<file path="src/rtl/sls_pkg.sv">
// Shared types for the lane shifter: lane-width encoding and decode helpers.
// Assumes the lane count is one of 1, 2 or 4.
package sls_pkg;

    typedef enum logic [1:0] {
        LW_SINGLE = 2'd0,
        LW_DUAL   = 2'd1,
        LW_QUAD   = 2'd2
    } lane_width_e;

    // Map mode bits 2:1 to a width, falling back to single when lanes are missing.
    function automatic lane_width_e decode_width(input logic [2:0] mode, input int lanes);
        if (mode[2:1] == 2'b11 && lanes >= 4) return LW_QUAD;
        if (mode[2:1] == 2'b10 && lanes >= 2) return LW_DUAL;
        return LW_SINGLE;
    endfunction

    // Bits moved per serial clock for a width.
    function automatic int bits_per_clk(input lane_width_e w);
        case (w)
            LW_DUAL: return 2;
            LW_QUAD: return 4;
            default: return 1;
        endcase
    endfunction

endpackage

</file>
<file path="src/rtl/sls_sck_gen.sv">
// Serial clock generator. Counts (half_div+1) system clocks per phase while
// run is high and reports the edge about to happen as rise_evt / fall_evt.
// Assumes half_div only changes together with restart.
module sls_sck_gen #(
    parameter int DIV_W = 8
) (
    input  logic             clk,
    input  logic             rst_n,
    input  logic             run,
    input  logic             restart,
    input  logic [DIV_W-1:0] half_div,
    output logic             sck,
    output logic             rise_evt,
    output logic             fall_evt
);

    logic [DIV_W-1:0] hcnt;
    logic             tick;

    assign tick     = run && (hcnt == half_div);
    assign rise_evt = tick && !sck;
    assign fall_evt = tick && sck;

    // Phase counter and clock toggle; restart begins a fresh low phase.
    always_ff @(posedge clk) begin
        if (!rst_n) begin
            hcnt <= '0;
            sck  <= 1'b0;
        end else if (restart) begin
            hcnt <= '0;
            sck  <= 1'b0;
        end else if (tick) begin
            hcnt <= '0;
            sck  <= ~sck;
        end else if (run) begin
            hcnt <= hcnt + 1'b1;
        end else begin
            hcnt <= '0;
            sck  <= 1'b0;
        end
    end

    assert_sck_hold_R1: assert property (@(posedge clk) disable iff (!rst_n)
        (run && !tick && !restart) |=> $stable(sck));

    assert_count_bound_R1: assert property (@(posedge clk) disable iff (!rst_n)
        (run && !restart) |=> (hcnt <= half_div));

endmodule

</file>
<file path="src/rtl/sls_tx_path.sv">
// Transmit shifter. Captures a byte on load and moves it out MSB first,
// one, two or four bits per shift, onto the lane outputs.
// Assumes LANES is 1, 2 or 4.
module sls_tx_path
    import sls_pkg::*;
#(
    parameter int LANES = 4
) (
    input  logic             clk,
    input  logic             rst_n,
    input  logic             load,
    input  logic [7:0]       load_byte,
    input  logic             shift,
    input  lane_width_e      width,
    output logic [LANES-1:0] lane_out
);

    logic [7:0] shreg;
    logic [3:0] out4;

    // Byte capture on acceptance, width-dependent left shift on falling edges.
    always_ff @(posedge clk) begin
        if (!rst_n) begin
            shreg <= '0;
        end else if (load) begin
            shreg <= load_byte;
        end else if (shift) begin
            case (width)
                LW_DUAL: shreg <= {shreg[5:0], 2'b00};
                LW_QUAD: shreg <= {shreg[3:0], 4'b0000};
                default: shreg <= {shreg[6:0], 1'b0};
            endcase
        end
    end

    // Present the leading bits on the lanes the width uses.
    always_comb begin
        case (width)
            LW_DUAL: out4 = {2'b00, shreg[7:6]};
            LW_QUAD: out4 = shreg[7:4];
            default: out4 = {3'b000, shreg[7]};
        endcase
    end

    for (genvar i = 0; i < LANES; i++) begin : g_lane_out
        assign lane_out[i] = out4[i];
    end

endmodule

</file>
<file path="src/rtl/sls_rx_path.sv">
// Receive assembler. Samples the lanes on rising edges into a byte shifter
// and latches the result with a one-cycle acknowledge at the final sample.
// Assumes LANES is 1, 2 or 4; single mode reads lane 1 when it exists.
module sls_rx_path
    import sls_pkg::*;
#(
    parameter int LANES = 4
) (
    input  logic             clk,
    input  logic             rst_n,
    input  logic             clear,
    input  logic             sample,
    input  logic             finish,
    input  lane_width_e      width,
    input  logic [LANES-1:0] lane_in,
    output logic [7:0]       rx_byte,
    output logic             rx_ack
);

    localparam int MISO_IDX = (LANES > 1) ? 1 : 0;

    logic [3:0] in4;
    logic [7:0] shreg;
    logic [7:0] nxt;

    for (genvar j = 0; j < 4; j++) begin : g_in4
        if (j < LANES) begin : g_have
            assign in4[j] = lane_in[j];
        end else begin : g_none
            assign in4[j] = 1'b0;
        end
    end

    // Next shifter value with the newest bits entering at the bottom.
    always_comb begin
        case (width)
            LW_DUAL: nxt = {shreg[5:0], in4[1:0]};
            LW_QUAD: nxt = {shreg[3:0], in4[3:0]};
            default: nxt = {shreg[6:0], in4[MISO_IDX]};
        endcase
    end

    // Shifter, result latch and acknowledge strobe.
    always_ff @(posedge clk) begin
        if (!rst_n) begin
            shreg   <= '0;
            rx_byte <= '0;
            rx_ack  <= 1'b0;
        end else begin
            rx_ack <= finish;
            if (clear) begin
                shreg <= '0;
            end else if (sample) begin
                shreg <= nxt;
            end
            if (finish) begin
                rx_byte <= nxt;
            end
        end
    end

    assert_ack_one_cycle_R6: assert property (@(posedge clk) disable iff (!rst_n)
        rx_ack |=> !rx_ack);

endmodule

</file>
<file path="src/rtl/spi_lane_shifter.sv">
// Multi-lane serial byte engine. Accepts one command per handshake, runs
// clks+1 serial clock pulses at the command's divider over 1, 2 or 4 lanes,
// and acknowledges received bytes separately from acceptance.
// Assumes the controller holds chip select; LANES is 1, 2 or 4.
module spi_lane_shifter
    import sls_pkg::*;
#(
    parameter int LANES = 4,
    parameter int DIV_W = 8,
    parameter int CNT_W = 3
) (
    input  logic             clk,
    input  logic             rst_n,
    input  logic             cmd_valid,
    output logic             cmd_ready,
    input  logic [DIV_W-1:0] cmd_div,
    input  logic [2:0]       cmd_mode,
    input  logic [CNT_W-1:0] cmd_clks,
    input  logic [7:0]       cmd_txd,
    output logic [7:0]       rx_data,
    output logic             rx_ack,
    output logic             bus_idle,
    output logic             sck,
    output logic [LANES-1:0] sd_out,
    output logic [LANES-1:0] sd_oe,
    input  logic [LANES-1:0] sd_in
);

    logic             busy;
    logic [CNT_W-1:0] left;
    lane_width_e      width_q;
    logic             tx_q;
    logic [DIV_W-1:0] div_q;
    logic             rise_evt;
    logic             fall_evt;
    logic             last;
    logic             accept;

    assign last      = (left == '0);
    assign cmd_ready = !busy || (fall_evt && last);
    assign accept    = cmd_valid && cmd_ready;
    assign bus_idle  = !busy;

    // Command register and pulse countdown.
    always_ff @(posedge clk) begin
        if (!rst_n) begin
            busy    <= 1'b0;
            left    <= '0;
            width_q <= LW_SINGLE;
            tx_q    <= 1'b0;
            div_q   <= '0;
        end else if (accept) begin
            busy    <= 1'b1;
            left    <= cmd_clks;
            width_q <= decode_width(cmd_mode, LANES);
            tx_q    <= cmd_mode[0];
            div_q   <= cmd_div;
        end else if (fall_evt) begin
            if (last) begin
                busy <= 1'b0;
            end else begin
                left <= left - 1'b1;
            end
        end
    end

    sls_sck_gen #(.DIV_W(DIV_W)) u_sck (
        .clk      (clk),
        .rst_n    (rst_n),
        .run      (busy),
        .restart  (accept),
        .half_div (div_q),
        .sck      (sck),
        .rise_evt (rise_evt),
        .fall_evt (fall_evt)
    );

    sls_tx_path #(.LANES(LANES)) u_tx (
        .clk       (clk),
        .rst_n     (rst_n),
        .load      (accept),
        .load_byte (cmd_txd),
        .shift     (fall_evt && !last),
        .width     (width_q),
        .lane_out  (sd_out)
    );

    sls_rx_path #(.LANES(LANES)) u_rx (
        .clk     (clk),
        .rst_n   (rst_n),
        .clear   (accept),
        .sample  (rise_evt),
        .finish  (rise_evt && last && !tx_q),
        .width   (width_q),
        .lane_in (sd_in),
        .rx_byte (rx_data),
        .rx_ack  (rx_ack)
    );

    // Per-lane output enable from width and direction.
    for (genvar i = 0; i < LANES; i++) begin : g_oe
        if (i == 0) begin : g_lane0
            assign sd_oe[i] = busy && ((width_q == LW_SINGLE) || tx_q);
        end else begin : g_laneN
            assign sd_oe[i] = busy && tx_q && (width_q != LW_SINGLE) &&
                              (i < bits_per_clk(width_q));
        end
    end

    assert_sck_idle_low_R1: assert property (@(posedge clk) disable iff (!rst_n)
        !busy |-> !sck);

    assert_oe_off_wide_rx_R3: assert property (@(posedge clk) disable iff (!rst_n)
        (busy && !tx_q && width_q != LW_SINGLE) |-> (sd_oe == '0));

    assert_accept_busy_R5: assert property (@(posedge clk) disable iff (!rst_n)
        (cmd_valid && cmd_ready) |=> busy);

    assert_ack_in_rx_R6: assert property (@(posedge clk) disable iff (!rst_n)
        rx_ack |-> (busy && !tx_q));

    assert_idle_ready_R7: assert property (@(posedge clk) disable iff (!rst_n)
        bus_idle |-> cmd_ready);

    assert_ready_at_last_fall_R8: assert property (@(posedge clk) disable iff (!rst_n)
        (busy && cmd_ready) |-> (sck && last));

endmodule

</file>
<file path="config.mk">
export PLATFORM = sky130hd
export DESIGN_NAME = spi_lane_shifter
export DESIGN_NICKNAME = d
export VERILOG_FILES = /design/src/rtl/sls_pkg.sv /design/src/rtl/sls_sck_gen.sv /design/src/rtl/sls_tx_path.sv /design/src/rtl/sls_rx_path.sv /design/src/rtl/spi_lane_shifter.sv
export SDC_FILE = /design/constraint.sdc
export NUM_CORES = 1
export LEC_CHECK = 0
export BUFFER_PORTS_ARGS = -buffer_cell sky130_fd_sc_hd__buf_2
export CORE_AREA = 8 8 80 82
export DETAILED_ROUTE_END_ITERATION = 6
export DIE_AREA = 0 0 88 90
export PLACE_DENSITY = 0.82
export RECOVER_POWER = 50
export SYNTH_ARGS = -nofsm -noshare
export SYNTH_HDL_FRONTEND = slang
export SYNTH_SLANG_ARGS = --single-unit
</file>
<file path="constraint.sdc">
create_clock -name clk -period 1.7 [get_ports clk]
set_input_delay 0.085 -clock clk [delete_from_list [all_inputs] [get_ports clk]]
set_output_delay 0.085 -clock clk [all_outputs]
set_load 0.005 [all_outputs]
</file>
==> run_results.csv, run 1 <==
group,metric,value,unit
timing,grt_setup_unrepaired,"yes",
floorplanning,die_h,90,µm
cells_and_area,fillCellCount,390,
min_path,hold_class,"input port to flip-flop",
power_and_ir_drop,pwr-share-seq,48.4,%
timing,tightest_slew,0.4144,ns
run,max_cap_violations,0,
critical_path,worstPathArrival,2.11,ns
critical_path,path_cells,"xnor2_2 > nand4_4 > buf_4 > o32a_4 > or3b_1 > a21boi_1",
clock_network,cts_tree,"yes",
floorplanning,die_area,7920,µm²
clock_network,cts_inserted_buffers,5,
timing,fin_crit,1.873,ns
timing,hold_viol,1,
grt,antenna_found_initial,0,
power_and_ir_drop,swShare,28.93,%
power_and_ir_drop,netSwitchingPower,731.6,µW
placed_design,port_buffers,48,
routing,drc,0,
routing,ant_nets,0,
grt,grt_pass1_vias,2294,
floorplanning,fp.dieW,88,µm
routing,vias_per_cell,5.292,
cells_and_area,nets,394,
timing,setup-violations-final,35,
synth,synth_edf_count,0,
synth,ys_seq_area_share,39.30,%
routing,drt-initial-drc-count,139,
cells_and_area,final_cell_mix,"43 x buf_2, 32 x buf_4, 31 x dfxtp_1",
synth,synth_seq_cells,48,
critical_path,start_kind,"flip-flop",
floorplanning,fp-row-count,27,
clock_network,clkTransAtPathRegs,0.08,ns
power_and_ir_drop,vdd_drop_max,0.4468,mV
grt,grt_max_degree,24,
clock_network,cts_sinks,48,
power_and_ir_drop,power.total,2.529,mW
timing,whs,-0.001981,ns
cells_and_area,final_common_cell,"buf_2",
synth,async_flop_share,0,%
critical_path,critPathRequiredTime,1.93,ns
floorplanning,start_util,46.69,%
grt,grt_first_pass_wirelength,10650,µm
critical_path,cpPeakStageDelay,0.38,ns
power_and_ir_drop,p_int,1.797,mW
timing,layout_setup_ws,-0.1733,ns
synth,synthFlopType,"dfxtp_1",
power_and_ir_drop,clkPwrFrac,25.7,%
power_and_ir_drop,p_leak,1.389,nW
clock_network,h-tree-depth,2,
synth,synth_nets,307,
clock_network,cts_root_buf,"clkbuf_8",
synth,synthesis.area,2445,µm²
placed_design,dpl.hpwl,4529,µm
critical_path,path_class,"flip-flop to flip-flop",
grt,gr-usage-all-layers,16.54,%
routing,num_vias,2281,
cells_and_area,insertedDiodeCount,0,
synth,synthTopCellsByArea,"dfxtp_1 39%, mux2i_1 11%, nor2b_1 5.1%",
placed_design,gp_congestion,0.8416,
timing,tns,-2.863,ns
power_and_ir_drop,pwr_density_cell,736.3,nW/µm²
cells_and_area,syn2layout_area_growth,40.48,%
critical_path,crit_path_top_delay_cell,"or3b_1",
clock_network,clk_path_buf_depth,2,
critical_path,crit_path_end_kind,"flip-flop",
timing,relSlewSlack,72.27,%
synth,ys.warnings.count,0,
cells_and_area,drive_above_1_share,41.78,%
clock_network,clock_latency,0.30,ns
cells_and_area,multiInputGateArea,1598,µm²
floorplanning,ioPinCount,49,
timing,fmax,533.8,MHz
synth,avgSynthCellArea,8.988,µm²
grt,grt-ovfl-total,0,
synth,yosysTopAreaCellShare,39.30,%
routing,wirelength,6960,µm
timing,finalCritPeriodShare,110.2,%
routing,dr.pass1.iters,4,
run_status,status,"complete, but fails checks",
timing,finClkSkew,0.003984,ns
synth,synth_top_area_cell,"dfxtp_1",
timing,maxSlewViolCount,0,
routing,routedWlPerCell,16.15,µm
power_and_ir_drop,pwr-share-comb,25.9,%
run_status,violations,"negative hold slack, negative setup slack",
synth,synth_cell_types,42,
cells_and_area,regArea,982.2,µm²
critical_path,path_max_fanout,6,
synth,postSynthCellCount,272,
floorplanning,core_area,5236,µm²
## what timing repair did
action / 4_1_cts / 5_1_grt
hold buffers: 1 / 0
gates cloned: 0 / 2
gates resized for setup: 33 / 27
endpoints found under the setup margin: 36 / 40
setup buffers: 1 / 3
pin swaps: 12 / 11
endpoints found under the hold margin: 1 / 0
## state kept, by name, summed over array words and instances, names as in the netlist
register      count
u_rx.rx_ack       1
width_q           2
u_sck.hcnt        8
u_rx.rx_byte      8
div_q             8
u_rx.shreg        7
busy              1
tx_q              1
u_sck.sck         1
left              3
u_tx.shreg        8
## critical path, delay by kind of cell, from the launching register on
| family | cells | cell delay (ns) |
|---|---|---|
| compound gates | 2 | 0.49 |
| xor+xnor | 1 | 0.25 |
| buf+inv | 1 | 0.18 |
| flops | 1 | 0.35 |
| simple gates | 2 | 0.54 |
## kinds of logic (layout without fill, tap and decap cells)
kind of cell	Yosys count	after routing	synth area share [%]
DFF	48	48	39.30
xor gates and xnor gates	16	16	5.732
adders and majority gates	6	6	3.071
muxes	27	27	11.05
and+or+nand+nor	92	92	20.11
buffers and inverters	30	116	5.527
AOI/OAI and AO/OA	53	54	15.20
## stage by stage
step | instances | util [%] | instance area [µm²] | setup WS [ns] | hold slack (ns)
after floorplan | 272 | - | 2504 | -0.01868 | 0.2108
after global placement | 417 | 58.42 | 3059 | -0.09324 | 0.2987
after detailed placement | 417 | 58.42 | 3059 | -0.1842 | 0.3049
after CTS | 426 | 63.15 | 3307 | -0.04756 | 0.003002
after global routing | 431 | 65.59 | 3435 | -0.2205 | 0.0008012
final | 431 | 65.59 | 3435 | -0.1733 | -0.001981
## metal layers
metal  part of all wire [%]  vias to the layer above  wire length (µm)  GRT usage [%]
met5                      0                        -                 0              0
met1                     41                     1083              2874          19.43
li1                       -                     1117                 -              -
met4                    2.3                        0               163          7.030
met3                    5.0                       15               349          4.004
met2                     51                       66              3573          27.50
## area by class of cell
class	instances	area share, %
clock buffers	6	2.113
clock inverters	1	0.1457
inverters	14	1.530
multi-input cells	195	46.52
flip-flops and latches	48	28.60
well taps	72	2.623
repair buffers	95	18.47
## power by group through the flow
stage	sequential, mW	combinational (mW)	clock, mW
global route	1.23	0.709	0.702
CTS	1.22	0.570	0.660
floorplan	1.23	0.301	0
finish	1.23	0.654	0.649
detailed placement	1.24	0.504	0
global placement	1.24	0.488	0
## synth_stat cells, types with 2 or more instances
cell,n
nand2b_1,2
and4b_1,2
xnor2_1,11
o21ai_0,9
a21oi_1,10
or2_2,2
clkbuf_1,10
nand4_2,2
dfxtp_1,48
xor2_1,5
o22ai_1,4
buf_6,2
and3_1,3
nor2b_1,20
and2_1,4
a32o_1,2
nor2_1,29
nand4_1,2
nand2_1,12
a21boi_0,6
o221a_2,3
nand3_1,8
ha_1,6
buf_2,2
mux2i_1,27
inv_1,14
a22oi_1,12
## worst paths after layout
kind	depth (start not counted)	start	slack [ns]	end
hold / removal	2	cmd_clks[1]	-0.002	left[1]$_SDFFE_PN0P_
setup / recovery	6	u_sck.hcnt[0]$_SDFF_PP0_	-0.17	width_q[0]$_SDFFE_PN0P_
hold reg to reg	2	width_q[1]$_SDFFE_PN0P_	0.49	width_q[1]$_SDFFE_PN0P_
setup reg to reg	6	u_sck.hcnt[0]$_SDFF_PP0_	-0.17	width_q[0]$_SDFFE_PN0P_
Power figures use the tool's default switching activity.
==> run 2: changes to the inputs <==
Settings changed: CORE_AREA 8 8 80 82 to 4 4 76 78, DIE_AREA 0 0 88 90 to 0 0 80 82, GPL_ROUTABILITY_DRIVEN set to 0, RECOVER_POWER 50 to unset.
==> run_results.csv, run 2 (same netlist as run 1, synthesis figures left out) <==
group,metric,value,unit
floorplanning,die_h,82,µm
critical_path,ff2ff_path_depth,7,
clock_network,clk_path_buf_depth,2,
timing,maxSlewViolCount,0,
clock_network,cts_root_buf,"clkbuf_8",
power_and_ir_drop,pwr-share-seq,48.2,%
floorplanning,die_area,6560,µm²
cells_and_area,fillCellCount,398,
critical_path,path_cells,"xnor2_2 > nand4_4 > buf_4 > nor3_2 > buf_6 > mux2i_1 > nor2_1",
cells_and_area,nets,391,
timing,relSlewSlack,79.11,%
routing,routedWlPerCell,16.15,µm
timing,hold_viol,0,
power_and_ir_drop,pwr_density_cell,754.4,nW/µm²
floorplanning,fp.dieW,80,µm
power_and_ir_drop,vdd_drop_max,0.5074,mV
cells_and_area,insertedDiodeCount,0,
floorplanning,ioPinCount,49,
critical_path,crit_cells,7,
grt,grt_max_degree,33,
clock_network,clock_latency,0.30,ns
routing,num_vias,2321,
floorplanning,start_util,48.18,%
floorplanning,fp-row-count,26,
power_and_ir_drop,power.total,2.538,mW
timing,tns,-3.235,ns
critical_path,endpoint,"u_rx.shreg[5]$_SDFFE_PP0P_",
grt,grt-ovfl-total,0,
critical_path,startpoint,"u_sck.hcnt[5]$_SDFF_PP0_",
routing,ant_nets,0,
timing,fin_crit,1.893,ns
routing,drt-initial-drc-count,201,
run_status,violations,"negative setup slack",
routing,drc,0,
floorplanning,core_area,5075,µm²
routing,wirelength,6894,µm
grt,grt_pass1_vias,2169,
critical_path,crit_path_top_delay_cell,"dfxtp_2",
timing,tightest_slew,0.3129,ns
critical_path,start_kind,"flip-flop",
critical_path,path_class,"flip-flop to flip-flop",
cells_and_area,final_util,66.30,%
routing,vias_per_cell,5.436,
critical_path,crit_path_end_kind,"flip-flop",
run_status,status,"complete, but fails checks",
timing,finalCritPeriodShare,111.4,%
timing,fmax,528.2,MHz
timing,grt_setup_unrepaired,"yes",
clock_network,cts_inserted_buffers,5,
placed_design,dpl.hpwl,4279,µm
run,max_cap_violations,0,
grt,grt_first_pass_wirelength,10050,µm
cells_and_area,drive_above_1_share,43.70,%
placed_design,port_buffers,48,
cells_and_area,final_common_cell,"buf_2",
critical_path,critPathRequiredTime,1.88,ns
grt,gr-usage-all-layers,19.44,%
critical_path,worstPathArrival,2.08,ns
clock_network,cts_tree,"yes",
clock_network,clkTransAtPathRegs,0.10,ns
power_and_ir_drop,swShare,28.75,%
power_and_ir_drop,netSwitchingPower,729.8,µW
timing,setup-violations-final,37,
power_and_ir_drop,clkPwrFrac,28.1,%
critical_path,path_max_fanout,7,
cells_and_area,final_cell_mix,"48 x buf_2, 38 x buf_4, 31 x dfxtp_1",
critical_path,cpPeakStageDelay,0.35,ns
power_and_ir_drop,pwr-share-comb,23.7,%
clock_network,h-tree-depth,2,
critical_path,ff2ff_setup_slack,-0.19,ns
clock_network,cts_sinks,48,
timing,layout_setup_ws,-0.1933,ns
critical_path,critPathTopFamily,"simple AND/OR/NAND/NOR gates",
critical_path,r2r_end,"u_rx.shreg[5]$_SDFFE_PP0P_",
critical_path,crit_buf_inv,2,
power_and_ir_drop,p_int,1.808,mW
critical_path,r2r-start,"u_sck.hcnt[5]$_SDFF_PP0_",
cells_and_area,syn2layout_area_growth,37.62,%
grt,antenna_found_initial,0,
routing,dr.pass1.iters,4,
min_path,hold_class,"input port to flip-flop",
timing,finClkSkew,0.01247,ns
power_and_ir_drop,p_leak,1.376,nW
run 2: changes by cell type in the layout (fill, tap and decap cells not counted), moves of 2 or more:
| cell | previous run | this run |
|---|---|---|
| buf_2 | 43 | 48 |
| buf_4 | 32 | 38 |
| o21ai_0 | 7 | 9 |
| buf_6 | 13 | 5 |
| o221a_2 | 0 | 3 |
| o22ai_2 | 2 | 0 |
| clkbuf_1 | 7 | 0 |
| o22ai_1 | 2 | 4 |
| o221a_4 | 3 | 0 |
run 2: what timing repair did:
item	4_1_cts	5_1_grt
gates cloned	1	1
endpoints found under the hold margin	1	0
setup buffers	3	0
resized for setup	24	23
hold buffers	1	0
pin swaps	9	9
setup endpoints to repair	40	41
run 2: power by group through the flow:
stage          sequential (mW)  clock, mW  combinational, mW
6_report                  1.22      0.713              0.601
5_1_grt                   1.23      0.770              0.648
4_1_cts                   1.22      0.712              0.545
3_5_place_dp              1.24          0              0.486
3_3_place_gp              1.24          0              0.474
2_1_floorplan             1.23          0              0.301
run 2: worst min path at each step:
stage                startpoint                    to  depth (start not counted)  slack, ns
global placement    cmd_clks[2]  left[2]$_SDFFE_PN0P_                          2       0.30
detailed placement  cmd_clks[2]  left[2]$_SDFFE_PN0P_                          2       0.31
global route        cmd_clks[1]  left[1]$_SDFFE_PN0P_                          2     -0.004
CTS                 cmd_clks[1]  left[1]$_SDFFE_PN0P_                          2      0.003
finish              cmd_clks[1]  left[1]$_SDFFE_PN0P_                          2      0.001
floorplan           cmd_clks[1]  left[1]$_SDFFE_PN0P_                          1       0.21
run 2: routing by layer:
metal  part of all wire, %  vias to the layer above  global-route usage [%]
met1                    43                     1128                   23.36
li1                      -                     1116                       -
met3                   4.9                       10                   3.180
met2                    51                       67                   34.69
met5                     0                        -                       0
met4                   1.4                        0                   7.432
run 2: area by class of cell:
class	count	area [µm²]	share of cell area [%]
inverter	14	52.55	1.562
sequential	48	982.2	29.19
clock buffer	6	82.58	2.454
tap	70	87.58	2.603
multi-input combinational	195	1558	46.30
timing repair buffer	92	591.8	17.59
clock inverter	2	10.01	0.2975
run 2: per-stage QoR:
step           cells  instance area, µm²  worst slack [ns]  hold slack, ns
5_1_grt          427                3364           -0.2480       -0.003762
3_3_place_gp     413                3042           -0.1256          0.3010
4_1_cts          426                3264          -0.07044        0.003239
2_1_floorplan    272                2504          -0.01868          0.2108
6_report         427                3364           -0.1933        0.001462
3_5_place_dp     413                3042           -0.1316          0.3062
